===== config.mk =====
export PLATFORM = sky130hd
export DESIGN_NAME = bitrd_reader
export DESIGN_NICKNAME = d
export VERILOG_FILES = /design/src/rtl/bitrd_pkg.sv /design/src/rtl/bitrd_regs.sv /design/src/rtl/bitrd_fetch.sv /design/src/rtl/bitrd_window.sv /design/src/rtl/bitrd_reader.sv
export SDC_FILE = /design/constraint.sdc
export NUM_CORES = 1
export LEC_CHECK = 0
export BUFFER_PORTS_ARGS = -buffer_cell sky130_fd_sc_hd__buf_4
export CAP_MARGIN = 15
export CORE_MARGIN = 5
export CORE_UTILIZATION = 40
export DETAILED_ROUTE_END_ITERATION = 12
export PLACE_DENSITY = 0.58
export SLEW_MARGIN = 20
export SYNTH_ARGS = -nofsm -noshare
export SYNTH_HDL_FRONTEND = slang
export SYNTH_HIERARCHICAL = 1
export SYNTH_SLANG_ARGS = --single-unit
export TNS_END_PERCENT = 50

===== constraint.sdc =====
create_clock -name clk -period 9.1 [get_ports clk]
set_clock_uncertainty 0.15 [all_clocks]
set_input_delay 2.73 -clock clk [delete_from_list [all_inputs] [get_ports clk]]
set_output_delay 2.73 -clock clk [all_outputs]
set_load 0.01 [all_outputs]

===== src/rtl/bitrd_pkg.sv =====
package bitrd_pkg;
  parameter int unsigned WORD_W = 16;
  parameter int unsigned PTR_W  = $clog2(WORD_W);
  parameter int unsigned CNT_W  = PTR_W + 1;
  parameter int unsigned ADDR_W = 24;
  parameter int unsigned ROM_AW = 21;
  parameter int unsigned CFG_AUTO = 7;

  typedef enum logic [1:0] {
    SEL_OFF_LO = 2'd0,
    SEL_OFF_HI = 2'd1,
    SEL_BANK   = 2'd2,
    SEL_CFG    = 2'd3
  } reg_sel_e;

  typedef enum logic [1:0] {
    F_IDLE  = 2'd0,
    F_LOAD0 = 2'd1,
    F_LOAD1 = 2'd2,
    F_NEXT  = 2'd3
  } fetch_st_e;

  // Banked byte address -> ROM word address.
  function automatic logic [ROM_AW-1:0] map_word(input logic [ADDR_W-1:0] a);
    logic [7:0]      bank;
    logic [15:0]     off;
    logic [ROM_AW:0] byte_a;
    bank = a[23:16];
    off  = a[15:0];
    if (bank[7:6] == 2'b11)
      byte_a = {bank[5:0], off};
    else if (!bank[6])
      byte_a = {1'b0, bank[5:0], off[14:0]};
    else
      byte_a = {7'd0, off[14:0]};
    return ROM_AW'(byte_a >> 1);
  endfunction

  // Shift field -> advance amount (zero encodes a full word).
  function automatic logic [CNT_W-1:0] shift_amount(input logic [PTR_W-1:0] field);
    return (field == '0) ? CNT_W'(WORD_W) : {1'b0, field};
  endfunction

  // Window of WORD_W bits starting at ptr inside the word pair.
  function automatic logic [WORD_W-1:0] window_of(input logic [WORD_W-1:0] w_lo,
                                                  input logic [WORD_W-1:0] w_hi,
                                                  input logic [PTR_W-1:0]  ptr);
    return WORD_W'({w_hi, w_lo} >> ptr);
  endfunction
endpackage


===== src/rtl/bitrd_regs.sv =====
module bitrd_regs
  import bitrd_pkg::*;
(
  input  logic              clk,
  input  logic              rst_n,
  input  logic              wr_en,
  input  logic [1:0]        wr_sel,
  input  logic [7:0]        wr_data,
  input  logic              rd_hi,
  input  logic              busy,
  output logic              load_ev,
  output logic [ROM_AW-1:0] load_word,
  output logic              adv_ev,
  output logic [CNT_W-1:0]  adv_amt,
  output logic [7:0]        cfg_q
);
  logic [15:0] off_q;
  logic        man_ev;
  logic        auto_ev;

  always_ff @(posedge clk or negedge rst_n) begin
    if (!rst_n) begin
      off_q <= '0;
      cfg_q <= '0;
    end else if (wr_en) begin
      unique case (reg_sel_e'(wr_sel))
        SEL_OFF_LO: begin off_q[7:0]  <= wr_data; cfg_q <= '0; end
        SEL_OFF_HI: begin off_q[15:8] <= wr_data; cfg_q <= '0; end
        SEL_BANK:   cfg_q <= '0;
        SEL_CFG:    cfg_q <= wr_data;
        default:    cfg_q <= cfg_q;
      endcase
    end
  end

  always_comb begin
    load_ev   = wr_en && (wr_sel == SEL_BANK);
    load_word = map_word({wr_data, off_q});
    man_ev    = wr_en && (wr_sel == SEL_CFG) && !wr_data[CFG_AUTO] && !busy;
    auto_ev   = rd_hi && !wr_en && cfg_q[CFG_AUTO] && !busy;
    adv_ev    = man_ev || auto_ev;
    adv_amt   = shift_amount(man_ev ? wr_data[PTR_W-1:0] : cfg_q[PTR_W-1:0]);
  end
endmodule


===== src/rtl/bitrd_fetch.sv =====
module bitrd_fetch
  import bitrd_pkg::*;
(
  input  logic              clk,
  input  logic              rst_n,
  input  logic              load_ev,
  input  logic [ROM_AW-1:0] load_word,
  input  logic              refill_ev,
  input  logic              rom_ack,
  output logic              rom_req,
  output logic [ROM_AW-1:0] rom_addr,
  output logic              word_ev,
  output logic              word_slot,
  output logic              busy
);
  fetch_st_e         st_q;
  logic [ROM_AW-1:0] addr_q;
  logic [ROM_AW-1:0] pend_addr_q;
  logic              pend_q;

  always_ff @(posedge clk or negedge rst_n) begin
    if (!rst_n) begin
      st_q        <= F_IDLE;
      addr_q      <= '0;
      pend_addr_q <= '0;
      pend_q      <= 1'b0;
    end else if (load_ev) begin
      if (st_q == F_IDLE || rom_ack) begin
        st_q   <= F_LOAD0;
        addr_q <= load_word;
        pend_q <= 1'b0;
      end else begin
        pend_q      <= 1'b1;
        pend_addr_q <= load_word;
      end
    end else if (rom_ack && pend_q) begin
      st_q   <= F_LOAD0;
      addr_q <= pend_addr_q;
      pend_q <= 1'b0;
    end else if (rom_ack) begin
      addr_q <= addr_q + 1'b1;
      st_q   <= (st_q == F_LOAD0) ? F_LOAD1 : F_IDLE;
    end else if (refill_ev && st_q == F_IDLE) begin
      st_q <= F_NEXT;
    end
  end

  always_comb begin
    rom_req   = (st_q != F_IDLE);
    rom_addr  = addr_q;
    busy      = rom_req;
    word_ev   = rom_ack && !load_ev && !pend_q;
    word_slot = (st_q != F_LOAD0);
  end
endmodule


===== src/rtl/bitrd_window.sv =====
module bitrd_window
  import bitrd_pkg::*;
(
  input  logic              clk,
  input  logic              rst_n,
  input  logic              load_ev,
  input  logic              adv_ev,
  input  logic [CNT_W-1:0]  adv_amt,
  input  logic              word_ev,
  input  logic              word_slot,
  input  logic [WORD_W-1:0] word_data,
  output logic [WORD_W-1:0] win,
  output logic              refill_ev,
  output logic [PTR_W-1:0]  ptr_q
);
  logic [CNT_W-1:0]  sum;
  logic [WORD_W-1:0] slot_q [2];

  always_comb begin
    sum       = {1'b0, ptr_q} + adv_amt;
    refill_ev = adv_ev && sum[CNT_W-1];
    win       = window_of(slot_q[0], slot_q[1], ptr_q);
  end

  always_ff @(posedge clk or negedge rst_n) begin
    if (!rst_n)       ptr_q <= '0;
    else if (load_ev) ptr_q <= '0;
    else if (adv_ev)  ptr_q <= sum[PTR_W-1:0];
  end

  for (genvar s = 0; s < 2; s++) begin : g_slot
    always_ff @(posedge clk or negedge rst_n) begin
      if (!rst_n)
        slot_q[s] <= '0;
      else if (word_ev && (word_slot == 1'(s)))
        slot_q[s] <= word_data;
      else if (s == 0 && refill_ev)
        slot_q[s] <= slot_q[1];
    end
  end
endmodule


===== src/rtl/bitrd_reader.sv =====
module bitrd_reader
  import bitrd_pkg::*;
(
  input  logic              clk,
  input  logic              rst_n,
  input  logic              wr_en,
  input  logic [1:0]        wr_sel,
  input  logic [7:0]        wr_data,
  input  logic              rd_hi,
  output logic [WORD_W-1:0] win_data,
  output logic              busy,
  output logic              rom_req,
  output logic [ROM_AW-1:0] rom_addr,
  input  logic              rom_ack,
  input  logic [WORD_W-1:0] rom_rdata
);
  logic              load_ev;
  logic [ROM_AW-1:0] load_word;
  logic              adv_ev;
  logic [CNT_W-1:0]  adv_amt;
  logic [7:0]        cfg_q;
  logic              refill_ev;
  logic              word_ev;
  logic              word_slot;
  logic [PTR_W-1:0]  ptr_q;

  bitrd_regs u_regs (
    .clk(clk), .rst_n(rst_n), .wr_en(wr_en), .wr_sel(wr_sel), .wr_data(wr_data),
    .rd_hi(rd_hi), .busy(busy), .load_ev(load_ev), .load_word(load_word),
    .adv_ev(adv_ev), .adv_amt(adv_amt), .cfg_q(cfg_q)
  );

  bitrd_fetch u_fetch (
    .clk(clk), .rst_n(rst_n), .load_ev(load_ev), .load_word(load_word),
    .refill_ev(refill_ev), .rom_ack(rom_ack), .rom_req(rom_req), .rom_addr(rom_addr),
    .word_ev(word_ev), .word_slot(word_slot), .busy(busy)
  );

  bitrd_window u_win (
    .clk(clk), .rst_n(rst_n), .load_ev(load_ev), .adv_ev(adv_ev), .adv_amt(adv_amt),
    .word_ev(word_ev), .word_slot(word_slot), .word_data(rom_rdata),
    .win(win_data), .refill_ev(refill_ev), .ptr_q(ptr_q)
  );
endmodule


Yosys cells after proc, flatten, opt, wreduce, memory -nomap -nowiden
Index checks and enable logic that the tools add are counted.
{"block": "totals", "latchBits": 0, "output_inout_bits": 39, "mem_bits_ro": 0, "memories": 0, "register_bits": 105, "ramBits": 0}
{"block": "classes", "n_eq_ne": 7, "muxes": 22, "n_div": 0, "add_sub_neg": 2, "multipliers": 0, "bitwise_logic": 2, "shift": 1, "reduce_logical": 36, "n_lt_le_gt_ge": 0}
{"operator": "21-bit two-way mux", "n": 5}
{"operator": "16-bit two-way mux", "n": 2}
{"operator": "32-bit by 4-bit >> shifter with 16-bit output", "n": 1}
{"operator": "22-bit two-way mux", "n": 1}
{"operator": "21-bit by 1-bit adder with 21-bit output, second input constant", "n": 1}
{"operator": "8-bit case mux with 2 select lines", "n": 1}
{"operator": "1-bit logical AND", "n": 14}
{"operator": "2-bit two-way mux", "n": 6}
{"operator": "4-bit two-way mux", "n": 3}
{"operator": "2-bit AND reduction", "n": 5}
{"operator": "2-bit nonzero test", "n": 4}
{"operator": "2-bit == test, second input constant", "n": 3}
{"operator": "4-bit by 5-bit adder with 5-bit output", "n": 1}
{"operator": "1-bit logical NOT", "n": 5}
{"operator": "5-bit two-way mux", "n": 1}
{"operator": "2-bit by 1-bit == test with 1-bit output, second input constant", "n": 2}
{"operator": "2-bit logical NOT", "n": 2}
{"operator": "4-bit logical NOT", "n": 1}
{"operator": "4-bit nonzero test", "n": 1}
{"operator": "1-bit two-way mux", "n": 3}
{"operator": "3-bit nonzero test", "n": 1}
{"operator": "3-bit OR reduction", "n": 1}
{"operator": "1-bit logical OR", "n": 2}
{"operator": "2-bit by 1-bit != test with 1-bit output, second input constant", "n": 1}
{"operator": "other kinds (2)", "n": 3}

Longest topological paths before layout
Gate-level depths: netlist of the first run.
{"block": "logic_depth", "depth_word": 14, "depth_mapped": 16, "mapped_depth_nobuf": 13}

Modules after synthesis
Netlist of the first run, hierarchy kept.
{"mod": "bitrd_window", "seq_area_each_um2": 900.9, "instances": 1, "area_per_inst_um2": 2894.0, "cells_each": 239}
{"mod": "bitrd_fetch", "seq_area_each_um2": 1126.1, "instances": 1, "area_per_inst_um2": 2568.7, "cells_each": 275}
{"mod": "bitrd_regs", "seq_area_each_um2": 575.6, "instances": 1, "area_per_inst_um2": 1198.6, "cells_each": 120}

Worst setup path before layout of the first run
Ideal clock, no wire load.
{"block": "synth_timing", "path_type": "input port to flip-flop", "start": "input wr_sel[1]", "end": "register u_fetch.st_q[1]", "arrival_ns": 5.262, "cell_stages": 15, "path_buffers": 3, "setup_slack_ns": 3.550, "setup_time_ns": 0.138, "path_cell_list": "nand2_4 nor4b_4 mux2i_1 ha_1 inv_1 fa_1 nor2b_1 o22a_1 buf_6 o21a_1 buf_6 buf_12 inv_1 o2bb2a_1 o22ai_1"}
{"block": "synth_via", "elab_chain_len": 12}
{"item": "start, declared", "line_no": "bitrd_reader.sv:7", "text": "input logic [1:0] wr_sel,"}
{"item": "2-bit == test *", "line_no": "bitrd_regs.sv:39", "text": "man_ev = wr_en && (wr_sel == SEL_CFG) && !wr_data[CFG_AUTO] && !busy;"}
{"item": "1-bit logical AND * (3 in series)", "line_no": "bitrd_regs.sv:39"}
{"item": "4-bit two-way mux *", "line_no": "bitrd_regs.sv:42", "text": "adv_amt = shift_amount(man_ev ? wr_data[PTR_W-1:0] : cfg_q[PTR_W-1:0]);"}
{"item": "4-bit logical NOT", "line_no": "bitrd_pkg.sv:41", "text": "return (field == '0) ? CNT_W'(WORD_W) : {1'b0, field};"}
{"item": "5-bit two-way mux *", "line_no": "bitrd_pkg.sv:41"}
{"item": "net adv_amt[0]", "line_no": "bitrd_reader.sv:20", "text": "logic [CNT_W-1:0] adv_amt;"}
{"item": "4-bit by 5-bit adder with 5-bit output *", "line_no": "bitrd_window.sv:20", "text": "sum = {1'b0, ptr_q} + adv_amt;"}
{"item": "1-bit logical AND *", "line_no": "bitrd_window.sv:21", "text": "refill_ev = adv_ev && sum[CNT_W-1];"}
{"item": "net refill_ev", "line_no": "bitrd_reader.sv:22", "text": "logic refill_ev;"}
{"item": "1-bit logical AND *", "line_no": "bitrd_fetch.sv:43", "text": "end else if (refill_ev && st_q == F_IDLE) begin"}
{"item": "4-bit nonzero test (no line) *"}
{"item": "2-bit AND reduction (no line) *"}
{"item": "end signal, assigned", "line_no": "bitrd_fetch.sv:42", "text": "st_q <= (st_q == F_LOAD0) ? F_LOAD1 : F_IDLE;"}
{"item": "end, declared", "line_no": "bitrd_fetch.sv:16", "text": "fetch_st_e st_q;"}
Mark *: on every way through the listed nets, which the timed path passes. The rest lies on a longest branch.
A chain may end at the register's enable or synchronous reset.

Final worst setup path of the first run
{"block": "layout_timing", "start": "input wr_sel[0]", "end": "register u_fetch.st_q[1]"}
The elaborated chain is that of the path after synthesis.

==> results of run 1 <==
cell usage in the layout, fill, tap and decap left out, types with 10 or more instances in the layout:
master,n
a21oi_1,27
and3_1,10
buf_4,73
dfrtp_1,100
inv_1,22
mux2_1,20
mux2_2,28
mux2i_1,24
mux4_2,32
nand2_1,71
nand3_1,17
nor2_1,29
o2111ai_1,16
o211ai_1,12
o21ai_0,36
per-layer routing:
metal | share of wire | global-route usage | vias to the layer above
met4 | 0.012 | 0.0549 | 0
met2 | 0.47 | 0.284 | 149
met3 | 0.051 | 0.0283 | 17
li1 | - | - | 2360
met5 | 0 | 0 | -
met1 | 0.46 | 0.272 | 2634
layout make-up:
| type | count | area [um2] | share of cell area |
|---|---|---|---|
| Inverter | 23 | 86.3 | 0.0119 |
| Multi-Input combinational cell | 437 | 3580 | 0.492 |
| Tap cell | 216 | 270 | 0.0371 |
| Clock buffer | 12 | 246 | 0.0338 |
| Clock inverter | 3 | 21.3 | 0.00292 |
| Sequential cell | 101 | 2530 | 0.347 |
| Timing Repair Buffer | 73 | 548 | 0.0753 |
worst paths after layout:
kind                                     endpoint              startpoint  slack [ps]  depth (start not counted)
min                        u_fetch/pend_addr_q[8]  u_fetch/pend_addr_q[8]         340                          1
min in group asynchronous     u_fetch/rom_addr[3]                   rst_n        2270                          1
max                               u_fetch/st_q[1]               wr_sel[0]        2820                         13
max reg2reg                       u_fetch/st_q[1]         u_fetch/st_q[0]        4600                         13
min reg2reg                u_fetch/pend_addr_q[8]  u_fetch/pend_addr_q[8]         340                          1
max in group asynchronous          u_win/ptr_q[0]                   rst_n        5430                          2
power by group through the flow:
| stage | combinational [mW] | sequential, mW | clock, mW |
|---|---|---|---|
| 2_1_floorplan | 0.468 | 0.702 | 0 |
| 3_3_place_gp | 0.660 | 0.754 | 0 |
| 3_5_place_dp | 0.673 | 0.760 | 0 |
| 4_1_cts | 0.677 | 0.753 | 0.374 |
| 5_1_grt | 0.732 | 0.777 | 0.394 |
| 6_report | 0.671 | 0.756 | 0.362 |
per-stage QoR:
stage / instance area, um2 / worst slack (ps) / power [mW] / std cells / hold slack [ps]
after floorplan: 6550 / 3560 / 1.17 / 622 / 301
after global placement: 7010 / 2620 / 1.41 / 850 / 318
after detailed placement: 7010 / 2500 / 1.43 / 850 / 325
after CTS: 7280 / 2850 / 1.80 / 865 / 342
after global routing: 7280 / 2540 / 1.90 / 865 / 356
final: 7280 / 2820 / 1.79 / 865 / 342
worst max-delay path, delay by kind of cell:
kind / cells / cell delay (ps)
compound gates: 4 / 1620
simple gates: 3 / 790
fa+ha+maj: 2 / 590
buf+inv: 3 / 320
mux: 1 / 260
sequential cells by signal (all words and copies together) (netlist names):
register and count:
u_win/slot_q 32, u_fetch/rom_addr 21, u_win/ptr_q 4, u_regs/off_q 15, u_fetch/pend_q 1, u_fetch/st_q 2, u_fetch/pend_addr_q 21, u_regs/cfg_q 5
==> metrics.txt, run 1 <==
status=finished clean; Fin Setup TNS=0 ps; critical path cell sequence=buf_4 > nand2_4 > nor4b_4 > mux2i_1 > ha_1 > inv_1 > fa_1 > nor2b_1 > o22a_1 > o21a_1 > inv_1 > o2bb2a_1 > o22ai_1; share of cells above drive strength 1=0.267; row cnt=46; VDD IR max=0.0000942 V; maxcap violations=0; internal power=1.14 mW; clk sinks=101; Post-CTS Setup Bufs=0; DR pass1 iterations=5; core footprint=0.0159 mm2; CTS max path bufs=2; starting density of the core=0.411; Detailed Place HPWL=12.2 mm; RSZ-0062 raised after global routing=false; input/output buffers=69; Die Height=138 um; min cycle time layout=6280 ps; Post-Route WL=16.7 mm; hold_buf cts=0; P&R area growth vs syn=11.3%; final hold violation count=0; gpl congestion=0.845; remaining antenna violation count=0; CP required=9150 ps; kind of critical path=input pin to flip-flop; Die Area=0.0190 mm2; pwr dens=246 mW/mm2; root buffer cell=clkbuf_16; total global-route track usage=0.185; Clock Pin Slew Worst Setup and Hold Paths=70 ps; DIE WIDTH=138 um; combinational fraction of design power=0.375; Syn. warnings=6; gr ovfl total=0; P_sw=0.652 mW; TritonCTS clock tree=yes; largest net degree at the start of global routing=57; Max Clk Rate=159 MHz; post-DR vias/cell=5.97; diode count=0; post-layout util=0.457; syn avg cell area=10.5 um2; Relative slew margins=0.266; post-route DRC violation count=0; CTS Buf Count=9; synthesized area=0.00655 mm2; WL/cell=19.3 um; I/O pin count=70; syn_nets=659; Post-Syn Instances=622; Iter 0 DRT Violations=519; Lkg Pwr=3.02 nW; Clock Power Share=0.203; slowest CP cell=o21a_1; worst skew pair latency=350 ps; post-CTS resize count=0; Reg power frac=0.423; CP dominant cell by count=inv_1; vias in the first global route=5138; DR vias=5160; worst-path fanout max=17; first-pass GRT wire length=27.3 mm; CP max stage delay=740 ps; Net count, final=682; count of pins over their slew limit=0; H-tree depth=3; initial antenna violation count=0; crit path DAT=6340 ps; Setup-failing EPs final=0; Fillers=1517; crit start category=input pin; hold crit path type=flip-flop to flip-flop; Slew @ Worst Pin=1100 ps; switching portion of total power=0.364; fin crit share=0.691; crit path capture type=flip-flop
Power figures use the tool's default switching activity.
==> run 2: changes to the inputs <==
- PLACE_DENSITY: 0.58 -> 0.6
- clock period: 9.1 -> 5.1 ns (I/O delays scaled with it)
==> run 2 against run 1 <==
Sequential share of layout area down 0.30 points. Global-route usage down 0.11 points. Power up 81%. Critical path type unchanged. Largest cell class unchanged.
==> metrics.txt, run 2 (synthesis gave the netlist of run 1 again) <==
crit path DAT=4410 ps; DIE WIDTH=138 um; vias in the first global route=5076; kind of critical path=input pin to flip-flop; pwr dens=441 mW/mm2; CTS Buf Count=9; row cnt=46; Iter 0 DRT Violations=511; H-tree depth=3; first-pass GRT wire length=27.3 mm; Net count, final=687; initial antenna violation count=0; worst-path fanout max=17; hold_buf cts=0; total global-route track usage=0.184; CTS max path bufs=2; most frequent cells in the layout=dfrtp_1 (100), buf_4 (78), nand2_1 (71), o21ai_0 (36), mux4_2 (32); Die Area=0.0190 mm2; maxcap violations=0; post-CTS resize count=0; post-layout util=0.461; root buffer cell=clkbuf_16; post-route DRC violation count=0; gpl congestion=0.832; crit start category=input pin; DR pass1 iterations=5; Reg with most FFs=u_win/slot_q; Max Clk Rate=232 MHz; most common cell after layout, fill and taps aside=dfrtp_1; starting density of the core=0.411; largest net degree at the start of global routing=53; WL/cell=19.5 um; clk sinks=101; Setup-failing EPs final=0; remaining antenna violation count=0; VDD IR max=0.000178 V; max reg flops=32; worst skew pair latency=350 ps; Relative slew margins=0.298; crit path capture type=flip-flop; Lkg Pwr=3.06 nW; share of cells above drive strength 1=0.273; RSZ-0062 raised after global routing=false; Post-CTS Setup Bufs=0; Die Height=138 um; fin cells=871; Fin Setup TNS=0 ps; P&R area growth vs syn=12.2%; status=finished clean; fin crit share=0.844; Slew @ Worst Pin=1050 ps; Clock Pin Slew Worst Setup and Hold Paths=60 ps; placed cells=855; Detailed Place HPWL=12.3 mm; post-route setup slack=798 ps; TritonCTS clock tree=yes; core footprint=0.0159 mm2; DR vias=5149; dpl ws=461 ps; input/output buffers=69; I/O pin count=70; min cycle time layout=4300 ps; diode count=0; gr ovfl total=0; Post-Route WL=17.0 mm; post-DR vias/cell=5.91; count of pins over their slew limit=0; final hold violation count=0; hold crit path type=flip-flop to flip-flop; CP required=5200 ps
run 2: per-stage QoR:
step                hold WS [ps]  area (um2)  power (mW)
floorplan                    301        6550        2.09
global placement             316        7050        2.51
detailed placement           326        7050        2.55
CTS                          342        7340        3.25
global route                 351        7340        3.44
finish                       340        7340        3.24
run 2: path summary, 6_finish.rpt:
path / slack [ps] / cells past startpoint / end / startpoint
max reg2reg: 1370 / 12 / u_win/slot_q[18] / u_fetch/st_q[1]
min in group asynchronous: 1070 / 1 / u_fetch/pend_addr_q[1] / rst_n
min reg2reg: 340 / 1 / u_fetch/pend_addr_q[16] / u_fetch/pend_addr_q[16]
max in group asynchronous: 2880 / 2 / u_fetch/rom_addr[14] / rst_n
max: 800 / 12 / u_win/slot_q[18] / wr_sel[1]
min: 340 / 1 / u_fetch/pend_addr_q[16] / u_fetch/pend_addr_q[16]
run 2: per-layer routing:
metal | GRT usage | wire [um] | up-vias
li1 | - | - | 2374
met1 | 0.268 | 7900 | 2594
met2 | 0.278 | 7800 | 164
met3 | 0.0323 | 977 | 17
met4 | 0.0604 | 293 | 0
met5 | 0 | 0 | -
run 2: power breakdown:
group | switching (mW) | internal (mW)
registers | 0.315 | 1.04
clock network | 0.305 | 0.384
logic | 0.544 | 0.653
total | 1.16 | 2.07
run 2: worst max-delay path: stages:
cell and delay, ps:
buf_4 110, nand2_4 80, nor4b_4 520, mux2i_1 250, ha_1 200, inv_1 60, fa_1 390, nor2b_1 210
o221ai_2 380, o21a_1 240, buf_4 210, o211ai_1 220
run 2: area by class of cell:
| class | count | area (um2) |
|---|---|---|
| Inverter | 23 | 86.3 |
| Tap cell | 216 | 270 |
| Clock inverter | 5 | 60.1 |
| Timing Repair Buffer | 78 | 586 |
| Multi-Input combinational cell | 437 | 3580 |
| Fill cell | 1503 | 8600 |
| Sequential cell | 101 | 2530 |
| Clock buffer | 11 | 233 |
==> run 3: changes to the inputs <==
- ABC_AREA: default -> 1
- PLACE_DENSITY: 0.6 -> 0.58
- clock period: 5.1 -> 4.35 ns (I/O delays scaled with it)
==> run 3 against run 2 <==
Die area is 2.4% higher. Combinational power is 3% lower. Area after synthesis up 2.6%. Sequential power hardly changed. Critical path depth shrank 8. Setup slack lost 99 ps. Routed wire length increased by 5.7%. Cell count up 45%. Critical path type is now flip-flop to primary output.
==> metrics.txt, run 3 <==
status=finished clean; DIE WIDTH=140 um; final hold violation count=0; worst skew pair latency=340 ps; gpl congestion=0.858; post-DR vias/cell=4.94; first-pass GRT wire length=29.9 mm; vias in the first global route=5762; gr ovfl total=0; Fillers=1743; kind of critical path=flip-flop to primary output; syn_nets=1049; input/output buffers=69; starting density of the core=0.407; max reg flops=32; post-CTS resize count=0; maxcap violations=0; CTS max path bufs=2; root buffer cell=clkbuf_16; crit path DAT=2200 ps; most frequent cells in the layout=nand2_1 (396), nand3_1 (157), dfrtp_1 (101), inv_1 (92), o21ai_0 (81); Setup-failing EPs final=0; Multi-input gate area=0.00343 mm2; Net count, final=1074; remaining antenna violation count=0; syn avg cell area=6.64 um2; slowest CP cell=dfrtp_1; Iter 0 DRT Violations=422; R2R setup slack=1410 ps; Detailed Place HPWL=13.2 mm; RSZ-0062 raised after global routing=false; WHS=331 ps; initial antenna violation count=0; Relative slew margins=0.366; hold crit path type=flip-flop to flip-flop; min cycle time layout=3650 ps; Post-Route WL=18.0 mm; FF/Latch Area=0.00253 mm2; diode count=0; Syn. warnings=6; fin crit share=0.839; Crit path max-delay family=buffers and inverters; Post-CTS Setup Bufs=0; Slew @ Worst Pin=950 ps; TritonCTS clock tree=yes; CP max stage delay=760 ps; most common cell after layout, fill and taps aside=nand2_1; count of pins over their slew limit=0; placed cells=1246; worst-path fanout max=18; Fin Setup TNS=0 ps; DR vias=6225; CP required=2890 ps; clk sinks=101; VDD IR max=0.000236 V; critical path cell sequence=clkinv_1 > nand2_1 > nand2_1 > buf_4; Worst Path Buf+Inv=2; Reg with most FFs=u_win/slot_q; Clock Pin Slew Worst Setup and Hold Paths=70 ps; total global-route track usage=0.184; hold_buf cts=0; Post-Syn Instances=1012; Die Height=140 um; Lkg Pwr=3.97 nW; CP dominant cell by count=nand2_1; post-route DRC violation count=0; I/O pin count=70; core footprint=0.0165 mm2; share of cells above drive strength 1=0.123; pwr dens=446 mW/mm2; fin cells=1261; Max Clk Rate=274 MHz; Die Area=0.0195 mm2; WL/cell=14.2 um; crit start category=flip-flop; H-tree depth=3; crit path capture type=primary output; CTS Buf Count=9; P&R area growth vs syn=11.8%; largest net degree at the start of global routing=63; DR pass1 iterations=5; synthesized area=0.00672 mm2; row cnt=47
[run 3: changes by cell type in the layout (fill, tap and decap cells not counted), moves of 24 or more]
cell / before / now
inv_1: 22 / 92
mux2i_1: 24 / 0
mux4_2: 32 / 0
mux2_2: 28 / 0
nand3_1: 17 / 157
nand2_1: 71 / 396
o21ai_0: 36 / 81
[run 3: layer usage]
| layer | track usage | up-vias | share of wire | wire [um] |
|---|---|---|---|---|
| met5 | 0 | - | 0 | 0 |
| met4 | 0.0535 | 0 | 0.016 | 284 |
| met3 | 0.0257 | 22 | 0.035 | 636 |
| met2 | 0.297 | 135 | 0.46 | 8260 |
| met1 | 0.260 | 2811 | 0.49 | 8770 |
| li1 | - | 3257 | - | - |
[run 3: area by class of cell]
type / count / area share
clock buffers: 12 / 0.0328
clock inverters: 3 / 0.00617
inverters: 103 / 0.0518
multi-input cells: 745 / 0.457
flip-flops and latches: 101 / 0.337
well taps: 220 / 0.0367
repair buffers: 77 / 0.0787
[run 3: report_power, final]
group	total [mW]	internal (mW)	leakage, nW	switching (mW)
Clock	0.813	0.461	0.139	0.352
Combinational	1.16	0.484	2.54	0.677
Sequential	1.38	1.16	1.29	0.219
[run 3: worst paths after layout]
check,start,endpoint,cells past startpoint
worst max register to register,u_fetch/st_q[0],u_fetch/st_q[0],17
worst min-delay path,u_fetch/pend_addr_q[1],u_fetch/pend_addr_q[1],2
worst max-delay path,u_win/ptr_q[3],win_data[1],4
worst min register to register,u_fetch/pend_addr_q[1],u_fetch/pend_addr_q[1],2
max in group asynchronous,rst_n,u_win/slot_q[16],2
min in group asynchronous,rst_n,u_fetch/rom_addr[20],1
[run 3: stage by stage]
| step | worst slack, ps | util | power, mW | cell area, um2 |
|---|---|---|---|---|
| 2_1_floorplan | 787 | - | 2.11 | 6720 |
| 3_3_place_gp | 626 | 0.437 | 2.55 | 7210 |
| 3_5_place_dp | 585 | 0.437 | 2.56 | 7210 |
| 4_1_cts | 657 | 0.454 | 3.38 | 7510 |
| 5_1_grt | 502 | 0.454 | 3.60 | 7510 |
| 6_report | 698 | 0.454 | 3.35 | 7510 |
[run 3: worst reg2reg max path, cell delays in order (launching register included)]
cell	delay, ps
dfrtp_1	410
or2_4	290
nor2_1	100
nand2_1	110
nand2_1	70
nand2_1	60
inv_1	50
ha_1	150
inv_1	50
fa_1	390
inv_1	90
nand2_1	50
nand2_1	70
nand3_2	80
nand3_4	210
inv_1	90
a21oi_1	250
o21ai_0	140
